$ cat config.mk
export PLATFORM = sky130hd
export DESIGN_NAME = rx_handshake_ctrl
export DESIGN_NICKNAME = d
export VERILOG_FILES = /design/src/rtl/rx_hs_pkg.sv /design/src/rtl/rx_wait_timer.sv /design/src/rtl/rx_stat_decode.sv /design/src/rtl/rx_handshake_ctrl.sv
export SDC_FILE = /design/constraint.sdc
export NUM_CORES = 1
export LEC_CHECK = 0
export BUFFER_PORTS_ARGS = -buffer_cell sky130_fd_sc_hd__buf_4
export CORE_AREA = 10 10 110 112
export DETAILED_ROUTE_END_ITERATION = 16
export DIE_AREA = 0 0 120 122
export GPL_TIMING_DRIVEN = 0
export PLACE_DENSITY_LB_ADDON = 0.08
export SLEW_MARGIN = 10
export SYNTH_ARGS = -nofsm -noshare
export SYNTH_HDL_FRONTEND = slang
export SYNTH_HIERARCHICAL = 1
export SYNTH_SLANG_ARGS = --single-unit
$ cat constraint.sdc
create_clock -name clk -period 10.1 [get_ports clk]
set_clock_uncertainty 0.15 [all_clocks]
set_input_delay 0.505 -clock clk [delete_from_list [all_inputs] [get_ports clk]]
set_output_delay 0.505 -clock clk [all_outputs]
set_load 0.005 [all_outputs]
$ cat src/rtl/rx_hs_pkg.sv
// Package: shared state type and status codes for the receive handshake.
// Assumes an 8-bit status register shared by host and peripheral.
package rx_hs_pkg;

    typedef enum logic [3:0] {
        S_IDLE,
        S_REQ_POLL,
        S_LEN_WORD,
        S_LEN_LO,
        S_HI_REQ,
        S_HI_WAIT,
        S_LEN_HI,
        S_LEN_SHOW,
        S_DAT_REQ,
        S_DAT_WAIT,
        S_DAT_RD,
        S_PUSH_LO,
        S_PUSH_HI,
        S_RES_RD,
        S_END
    } rx_state_t;

    localparam logic [7:0] CODE_RDY_WIDE   = 8'h10;
    localparam logic [7:0] CODE_RDY_NARROW = 8'h60;
    localparam logic [7:0] CODE_REFUSED    = 8'h50;
    localparam logic [7:0] CODE_HI_ASK     = 8'h70;
    localparam logic [7:0] CODE_DATA_ASK   = 8'h20;
    localparam logic [7:0] CODE_DATA_GO    = 8'h40;
    localparam logic [7:0] CODE_FINISH     = 8'h30;

endpackage

$ cat src/rtl/rx_wait_timer.sv
// Interval counter for bounded waits.
// Counts tick pulses from zero after clr drops; expired is high once the
// count has reached limit. Assumes limit is stable for the whole wait.
module rx_wait_timer #(
    parameter int TW = 16
) (
    input  logic          clk,
    input  logic          rst_n,
    input  logic          clr,
    input  logic          tick,
    input  logic [TW-1:0] limit,
    output logic          expired
);

    logic [TW-1:0] cnt;

    assign expired = (cnt >= limit);

    // count elapsed intervals, saturating at the limit
    always_ff @(posedge clk) begin
        if (!rst_n || clr) begin
            cnt <= '0;
        end else if (tick && !expired) begin
            cnt <= cnt + 1'b1;
        end
    end

endmodule

$ cat src/rtl/rx_stat_decode.sv
// Classifies the receive status byte for the sequencer.
// Purely combinational; the width flag selects which ready code is valid.
module rx_stat_decode
    import rx_hs_pkg::*;
(
    input  logic [7:0] stat,
    input  logic       wide,
    output logic       rdy_ok,
    output logic       rdy_wrong,
    output logic       refused,
    output logic       hi_ok,
    output logic       data_ok
);

    // map the status byte onto per-stage match flags
    always_comb begin
        rdy_ok    = wide ? (stat == CODE_RDY_WIDE)   : (stat == CODE_RDY_NARROW);
        rdy_wrong = wide ? (stat == CODE_RDY_NARROW) : (stat == CODE_RDY_WIDE);
        refused   = (stat == CODE_REFUSED);
        hi_ok     = (stat == CODE_RDY_WIDE);
        data_ok   = (stat == CODE_DATA_GO);
    end

endmodule

$ cat src/rtl/rx_handshake_ctrl.sv
// Receive handshake sequencer: request, length, data and end stages.
// Assumes data_in is valid in the cycle data_rd is high and that the
// peripheral advances its port after each read. Waits are bounded in tick
// intervals: poll_limit for the request stage, STAGE_LIMIT afterwards.
module rx_handshake_ctrl
    import rx_hs_pkg::*;
#(
    parameter int TW          = 16,
    parameter int LEN_W       = 16,
    parameter int STAGE_LIMIT = 600
) (
    input  logic             clk,
    input  logic             rst_n,
    input  logic             start,
    input  logic             wide_mode,
    input  logic [TW-1:0]    poll_limit,
    input  logic             tick,
    input  logic [7:0]       stat_in,
    output logic             stat_wr,
    output logic [7:0]       stat_wdata,
    output logic             rx_irq,
    output logic             data_rd,
    input  logic [15:0]      data_in,
    output logic             len_valid,
    output logic [LEN_W-1:0] len_out,
    output logic             out_valid,
    input  logic             out_ready,
    output logic [7:0]       out_data,
    output logic             resid_valid,
    output logic [7:0]       resid_data,
    output logic             done,
    output logic             err,
    output logic             nak
);

    localparam logic [TW-1:0]    STAGE_LIM = TW'(STAGE_LIMIT);
    localparam logic [LEN_W-1:0] ONE       = LEN_W'(1);

    rx_state_t        state;
    logic             wide_q;
    logic [TW-1:0]    lim_q;
    logic [LEN_W-1:0] len_q;
    logic [LEN_W-1:0] left;
    logic [15:0]      wbuf;

    logic          in_wait;
    logic          tmr_exp;
    logic [TW-1:0] tmr_lim;
    logic          sd_rdy, sd_wrong, sd_nak, sd_hi, sd_data;

    assign in_wait = (state == S_REQ_POLL) || (state == S_HI_WAIT) ||
                     (state == S_DAT_WAIT);
    assign tmr_lim = (state == S_REQ_POLL) ? lim_q : STAGE_LIM;

    rx_wait_timer #(.TW(TW)) u_timer (
        .clk     (clk),
        .rst_n   (rst_n),
        .clr     (!in_wait),
        .tick    (tick),
        .limit   (tmr_lim),
        .expired (tmr_exp)
    );

    rx_stat_decode u_decode (
        .stat      (stat_in),
        .wide      (wide_q),
        .rdy_ok    (sd_rdy),
        .rdy_wrong (sd_wrong),
        .refused   (sd_nak),
        .hi_ok     (sd_hi),
        .data_ok   (sd_data)
    );

    // sequencer: stage transitions, length/payload capture, flags
    always_ff @(posedge clk) begin
        if (!rst_n) begin
            state       <= S_IDLE;
            wide_q      <= 1'b0;
            lim_q       <= '0;
            len_q       <= '0;
            left        <= '0;
            wbuf        <= '0;
            resid_valid <= 1'b0;
            resid_data  <= '0;
            err         <= 1'b0;
            nak         <= 1'b0;
        end else begin
            case (state)
                S_IDLE: if (start) begin
                    wide_q      <= wide_mode;
                    lim_q       <= poll_limit;
                    err         <= 1'b0;
                    nak         <= 1'b0;
                    resid_valid <= 1'b0;
                    state       <= S_REQ_POLL;
                end
                S_REQ_POLL: begin
                    if (sd_nak) begin
                        err   <= 1'b1;
                        nak   <= 1'b1;
                        state <= S_IDLE;
                    end else if (sd_wrong) begin
                        err   <= 1'b1;
                        state <= S_IDLE;
                    end else if (sd_rdy) begin
                        state <= wide_q ? S_LEN_WORD : S_LEN_LO;
                    end else if (tmr_exp) begin
                        err   <= 1'b1;
                        state <= S_IDLE;
                    end
                end
                S_LEN_WORD: begin
                    len_q <= LEN_W'(data_in);
                    state <= S_LEN_SHOW;
                end
                S_LEN_LO: begin
                    len_q <= LEN_W'(data_in[7:0]);
                    state <= S_HI_REQ;
                end
                S_HI_REQ: state <= S_HI_WAIT;
                S_HI_WAIT: begin
                    if (sd_hi) begin
                        state <= S_LEN_HI;
                    end else if (tmr_exp) begin
                        err   <= 1'b1;
                        state <= S_IDLE;
                    end
                end
                S_LEN_HI: begin
                    len_q <= len_q | LEN_W'({data_in[7:0], 8'h00});
                    state <= S_LEN_SHOW;
                end
                S_LEN_SHOW: begin
                    left  <= len_q;
                    state <= S_DAT_REQ;
                end
                S_DAT_REQ: state <= S_DAT_WAIT;
                S_DAT_WAIT: begin
                    if (sd_data) begin
                        state <= (left == '0) ? S_END : S_DAT_RD;
                    end else if (tmr_exp) begin
                        err   <= 1'b1;
                        state <= S_IDLE;
                    end
                end
                S_DAT_RD: begin
                    wbuf  <= data_in;
                    state <= S_PUSH_LO;
                end
                S_PUSH_LO: if (out_ready) begin
                    left <= left - ONE;
                    if (left == ONE) begin
                        if (wide_q) begin
                            resid_data  <= wbuf[15:8];
                            resid_valid <= 1'b1;
                            state       <= S_END;
                        end else begin
                            state <= len_q[0] ? S_RES_RD : S_END;
                        end
                    end else begin
                        state <= wide_q ? S_PUSH_HI : S_DAT_RD;
                    end
                end
                S_PUSH_HI: if (out_ready) begin
                    left  <= left - ONE;
                    state <= (left == ONE) ? S_END : S_DAT_RD;
                end
                S_RES_RD: begin
                    resid_data  <= data_in[7:0];
                    resid_valid <= 1'b1;
                    state       <= S_END;
                end
                S_END:   state <= S_IDLE;
                default: state <= S_IDLE;
            endcase
        end
    end

    // strobes decoded from the current stage
    always_comb begin
        stat_wr    = 1'b0;
        stat_wdata = 8'h00;
        case (state)
            S_HI_REQ:  begin stat_wr = 1'b1; stat_wdata = CODE_HI_ASK;   end
            S_DAT_REQ: begin stat_wr = 1'b1; stat_wdata = CODE_DATA_ASK; end
            S_END:     begin stat_wr = 1'b1; stat_wdata = CODE_FINISH;   end
            default:   ;
        endcase
        rx_irq    = stat_wr;
        data_rd   = (state == S_LEN_WORD) || (state == S_LEN_LO) ||
                    (state == S_LEN_HI)   || (state == S_DAT_RD) ||
                    (state == S_RES_RD);
        len_valid = (state == S_LEN_SHOW);
        len_out   = len_q;
        out_valid = (state == S_PUSH_LO) || (state == S_PUSH_HI);
        out_data  = (state == S_PUSH_HI) ? wbuf[15:8] : wbuf[7:0];
        done      = (state == S_END);
    end

endmodule

After elaboration in Yosys (flattened, before gate mapping)
Cells that the tools add are included.
{"block": "word_totals", "register_bits": 96, "in_bits": 46, "out_inout_bits": 49, "wordCells": 118}
{"block": "classes", "n_addsub": 2, "magnitude_cmp": 1, "n_eq_ne": 29, "mux": 44, "bitwise_logic": 1, "reduce_logical": 30}
{"operator": "$pmux W4 S13", "n": 1}
{"operator": "$pmux W16 S3", "n": 1}
{"operator": "$mux W4", "n": 10}
{"operator": "$mux W16", "n": 2}
{"operator": "$mux W8", "n": 4}
{"operator": "$pmux W16 S2", "n": 1}
{"operator": "$eq A4 B4 Y1 const B", "n": 7}
{"operator": "$eq A8 B7 Y1 const B", "n": 3}
{"operator": "$pmux W7 S3", "n": 1}
{"operator": "$add A16 B1 Y16 const B", "n": 1}
{"operator": "$eq A16 B1 Y1 const B", "n": 1}
{"operator": "$eq A4 B3 Y1 const B", "n": 4}
{"operator": "$ge A16 B16 Y1", "n": 1}
{"operator": "$logic_not A16 Y1", "n": 1}
{"operator": "$ne A2 B2 Y1 const B", "n": 8}
{"operator": "$or A16 B16 Y16", "n": 1}
{"operator": "$pmux W8 S2", "n": 1}
{"operator": "$sub A16 B1 Y16 const B", "n": 1}
{"operator": "$mux W1", "n": 15}
{"operator": "$reduce_and A5 Y1", "n": 2}
{"operator": "$mux W3", "n": 3}
{"operator": "$eq A4 B2 Y1 const B", "n": 2}
{"operator": "$eq A8 B5 Y1 const B", "n": 1}
{"operator": "$logic_or A1 B1 Y1", "n": 8}
{"operator": "18 further kinds", "n": 27}

Logic depth before layout (Yosys ltp)
{"block": "logic_depth", "depth_word": 8, "depth_mapped": 18, "ltp_nobuf": 13}

By module
Netlist, hierarchy kept.
{"module": "rx_handshake_ctrl", "instances": 1, "cells_per_inst": 534, "area_per_inst_um2": 4106.4}
{"module": "rx_wait_timer", "instances": 1, "cells_per_inst": 148, "area_per_inst_um2": 1177.4}
{"module": "rx_stat_decode", "instances": 1, "cells_per_inst": 13, "area_per_inst_um2": 102.6}

Worst setup path after synthesis
No wires, ideal clock.
{"block": "synth_path", "kind": "register to register", "start": "register state[0]", "end": "register err", "arrival_ns": 3.431, "t_required_ns": 9.872, "setup_slack_ns": 6.441, "stages_incl_launch_ff": 19, "n_path_buf": 5, "period_less_slack_ns": 3.659, "path_cell_list": "dfxtp_1 -> clkbuf_1 -> nor4b_1 -> clkbuf_1 -> clkbuf_1 -> and2_1 -> inv_1 -> ha_1 -> nand4_1 -> nor3_1 -> o311ai_1 -> nand3_1 -> buf_2 -> buf_2 -> inv_1 -> a21o_1 -> a32oi_1 -> a31oi_1 -> nor3_1"}
{"block": "synth_between", "elab_chain_cells": 8, "word_cells_on_any_way": 19}
{"item": "start: declaration", "line": "rx_handshake_ctrl.sv:39", "source": "rx_state_t state;"}
{"item": "start signal: assignment", "line": "rx_handshake_ctrl.sv:106", "source": "state <= wide_q ? S_LEN_WORD : S_LEN_LO;"}
{"item": "start signal: assignment", "line": "rx_handshake_ctrl.sv:140", "source": "state <= (left == '0) ? S_END : S_DAT_RD;"}
{"item": "start signal: assignment", "line": "rx_handshake_ctrl.sv:158", "source": "state <= len_q[0] ? S_RES_RD : S_END;"}
{"item": "$eq A4 B1 Y1 *", "line": "rx_handshake_ctrl.sv:53", "source": "assign tmr_lim = (state == S_REQ_POLL) ? lim_q : STAGE_LIM;"}
{"item": "$mux W16 *", "line": "rx_handshake_ctrl.sv:53"}
{"item": "net tmr_lim[13]", "line": "rx_handshake_ctrl.sv:48", "source": "logic [TW-1:0] tmr_lim;"}
{"item": "$ge A16 B16 Y1 *", "line": "rx_wait_timer.sv:17", "source": "assign expired = (cnt >= limit);"}
{"item": "net tmr_exp", "line": "rx_handshake_ctrl.sv:47", "source": "logic tmr_exp;"}
{"item": "$mux W1 *"}
{"item": "$mux W1 (3 in series)"}
{"item": "$pmux W1 S4 *", "line": "rx_handshake_ctrl.sv:88", "source": "case (state)"}
{"item": "end signal: assignment", "line": "rx_handshake_ctrl.sv:85", "source": "err <= 1'b0;"}
{"item": "end signal: assignment", "line": "rx_handshake_ctrl.sv:92", "source": "err <= 1'b0;"}
{"item": "end signal: assignment", "line": "rx_handshake_ctrl.sv:99", "source": "err <= 1'b1;"}
{"item": "end: declaration", "line": "rx_handshake_ctrl.sv:32", "source": "output logic err,"}
The timed path passes the listed nets; every way through them passes the cells marked *. The select of a mux whose other input is x is not followed.
A chain may end at the register's enable or synchronous reset.

Worst setup path in the final report
Same ends and word-level chain as after synthesis.

==> flow_metrics.py <==
metrics = {
    "outcome": {
        "run_status": "finished clean",
    },
    "routing": {
        "first_pass_iters": 5,
        "routed_vias_inst": 5.829,
        "ant_nets": 0,
        "vias_after_detailed_routing": 5479,
        "drt_wl_total_microns": 16370,
        "detail_route.iter0.violations": 339,
        "drc": 0,
        "wl_per_cell_microns": 17.41,
    },
    "layout": {
        "finish.net_count": 865,
        "synthToLayoutAreaGrowth_pct": 19.16,
        "final_design_area_no_fill_sq_um": 6419,
        "antenna-diode-count": 0,
        "layout_common_cells": "nand2_1 (110), buf_4 (96), dfxtp_1 (96)",
        "post_route_cells_drive_above_1_share_pct": 18.66,
        "layout.cells.most_common": "nand2_1",
    },
    "grt": {
        "grt_first_pass_wirelength_microns": 25950,
        "gr-total-overflow": 0,
        "grt_start_max_net_pins": 18,
        "number_of_global_route_vias_before_repair": 5183,
        "groute.usage.overall_pct": 21.58,
        "grt_antenna_before_repair": 0,
    },
    "place": {
        "io_buffer_count": 89,
        "preCtsSetupSlack_ps": 5282,
        "place_congestion": 0.9491,
        "area_after_detailed_placement_sq_um": 6240,
        "hpwlAfterDp_microns": 12510,
    },
    "worst_setup_path": {
        "setup.reg_to_reg.worst_slack_ps": 5310,
        "critical-path-top-delay-family": "buffers and inverters",
        "worst_r2r_path_depth": 18,
        "critical_path.cell_chain": "clkbuf_1 > nor4b_1 > clkbuf_1 > clkbuf_1 > and2_1 > inv_1 > ha_1 > nand4_1 > nor3_1 > o311ai_1 > nand3_1 > buf_2 > buf_2 > inv_1 > a21o_1 > a32oi_1 > a31oi_1 > nor3_1",
        "start_kind": "register",
        "worstReg2RegStart": "state[0]",
        "cp.required_ps": 10240,
        "critical_path.n_buffers_inverters": 7,
        "critPathSlowestCell": "clkbuf_1",
        "setup.worst_path.start": "state[0]",
        "crit_path_max_fanout": 13,
        "worst-setup-path-type": "reg2reg",
        "timing.critical_path.mode_cell": "clkbuf_1",
        "reg2reg_to": "err",
        "critical_path.endpoint_type": "register",
        "critical_path_depth": 18,
        "worstPathArrival_ps": 4930,
        "critical_path.max_stage_delay_ps": 430,
        "worst_setup_path_endpoint": "err",
    },
    "clock_tree": {
        "worst_skew_pair.late_latency_ps": 370,
        "number_of_clock_sinks": 96,
        "worst_setup_hold_path_clk_slew_ps": 100,
        "buffer_type_at_the_clock_tree_root": "clkbuf_8",
        "cts.htree.levels": 3,
        "cts.repair.resized": 0,
        "cts.hold.buffers_added": 0,
        "cts_buffer_depth": 2,
        "cts_tree": "yes",
        "tritoncts.num_buffers": 9,
        "cts.repair_timing.setup_buffer_count": 0,
    },
    "sta": {
        "slew_headroom_pct": 28.91,
        "setup_viol_count_final": 0,
        "period_needed_ps": 4790,
        "max_clock_freq_mhz": 208.8,
        "final_critical_path_setup_slack_ps": 5310,
        "fin_tns_setup_ps": 0,
        "timing_worst_slew_pin_value_ps": 1058,
        "finalCritPeriodShare_pct": 47.43,
        "grt_setup_unrepaired": "no",
        "pins_over_slew_limit": 0,
        "timing_hold_violations_final": 0,
    },
    "pwr": {
        "powerDensity_nw_per_um2": 107.7,
        "power.ir.vdd_worst_uv": 94.48,
        "power.leakage_uw": 0.002503,
        "total_design_power_uw": 691.5,
    },
    "run": {
        "maxCapViolCount": 0,
    },
    "die": {
        "top_level_ports": 95,
        "die_area_sq_um": 14640,
        "core_area_sq_um": 10050,
        "floorplan.rows": 37,
        "die_height_microns": 122,
        "die_width_microns": 120,
        "initial_core_util_pct": 53.62,
    },
    "worst_hold_path": {
        "tightest_hold_check_type": "in2reg",
    },
    "logic_synthesis": {
        "synth-edff-count": 0,
        "synthCells": 695,
        "distinct_cell_type_count_of_the_synthesized_netlist": 66,
        "yosysWarnings": 6,
        "postSynth.asyncResetShare_pct": 0,
        "synth.ff_latch_count": 96,
        "synth_area_per_cell_sq_um": 7.750,
        "ys_seq_area_share_pct": 35.68,
        "synthesis.area_sq_um": 5386,
        "ys.flop_type": "dfxtp_1",
    },
}
## final cells by class
class                           count  area, sq um
Inverter                           28        105.1
Multi-Input combinational cell    527         3144
Timing Repair Buffer               89        668.1
Fill cell                         954         3627
Clock inverter                      6        51.30
Clock buffer                       10        127.6
Tap cell                          136        170.2
Buffer                             48        230.2
Sequential cell                    96         1922
## cell families (layout without fill, tap and decap cells)
family | Yosys count | count (layout) | synth area share (%)
AOI/OAI and AO/OA | 201 | 201 | 22.81
adders and majority gates | 20 | 20 | 4.646
buffers and inverters | 76 | 181 | 6.225
DFF | 96 | 96 | 35.68
muxes | 16 | 16 | 3.159
other | 1 | 5 | 0.06962
and+or+nand+nor | 285 | 285 | 27.41
## through the flow
| stage | hold WS, ps | instances | util (%) |
|---|---|---|---|
| after detailed placement | 293.3 | 924 | 62.11 |
| after CTS | 204.8 | 940 | 63.89 |
| after floorplan | 281.2 | 699 | - |
| after global placement | 289.8 | 924 | 62.11 |
| final | 221.4 | 940 | 63.89 |
| after global routing | 216.3 | 940 | 63.89 |
## registers in the layout, summed over array words and instances, names as in the netlist, 4 cells and up
register,count
left,16
len_out,16
lim_q,16
u_timer/cnt,16
wbuf,16
resid_data,8
state,4
## how the worst min path moves through the flow
stage	from	endpoint	slack [ps]	cells past startpoint
after floorplan	lim_q[3]	lim_q[3]	280	2
after global placement	lim_q[2]	lim_q[2]	290	2
after detailed placement	lim_q[14]	lim_q[14]	290	2
after CTS	poll_limit[7]	lim_q[7]	200	3
after global routing	poll_limit[8]	lim_q[8]	220	3
final	poll_limit[7]	lim_q[7]	220	3
## worst register-to-register path, cell delays in order (launching register included)
cell and delay, ps:
dfxtp_1 320, clkbuf_1 330, nor4b_1 350, clkbuf_1 430, clkbuf_1 380, and2_1 190
inv_1 50, ha_1 290, nand4_1 150, nor3_1 360, o311ai_1 190, nand3_1 210
buf_2 240, buf_2 280, inv_1 120, a21o_1 190, a32oi_1 260, a31oi_1 130
nor3_1 130
## where the power goes
part	leakage, uW	internal (uW)	switching, uW
logic	0.00165	25.7	37.1
registers	0.000776	383	3.12
clock network	0.0000814	93.2	149
total	0.00250	502	189
## synth_stat cells, types with 8 or more instances
master | count | area (sq um)
a211oi_1 | 18 | 135.1
a21oi_1 | 94 | 470.5
and2_1 | 16 | 100.1
buf_2 | 13 | 65.06
clkbuf_1 | 26 | 97.59
dfxtp_1 | 96 | 1922
ha_1 | 20 | 250.2
inv_1 | 26 | 97.59
mux2_2 | 8 | 90.09
mux2i_1 | 8 | 80.08
nand2_1 | 110 | 412.9
nand2b_1 | 10 | 62.56
nand3_1 | 13 | 65.06
nand4_1 | 8 | 50.05
nor2_1 | 44 | 165.2
nor3_1 | 19 | 95.09
o21ai_0 | 32 | 160.2
o31ai_1 | 13 | 97.59
or4_1 | 11 | 82.58
## routing by layer
layer  track usage [%]  up-vias  part of all wire [%]
met1             26.24     2568                    43
li1                  -     2702                     -
met3             5.180       27                   6.4
met5                 0        -                     0
met4             6.938        0                   1.8
met2             36.90      182                    49
Note: power is estimated with default switching activity, not from simulation.
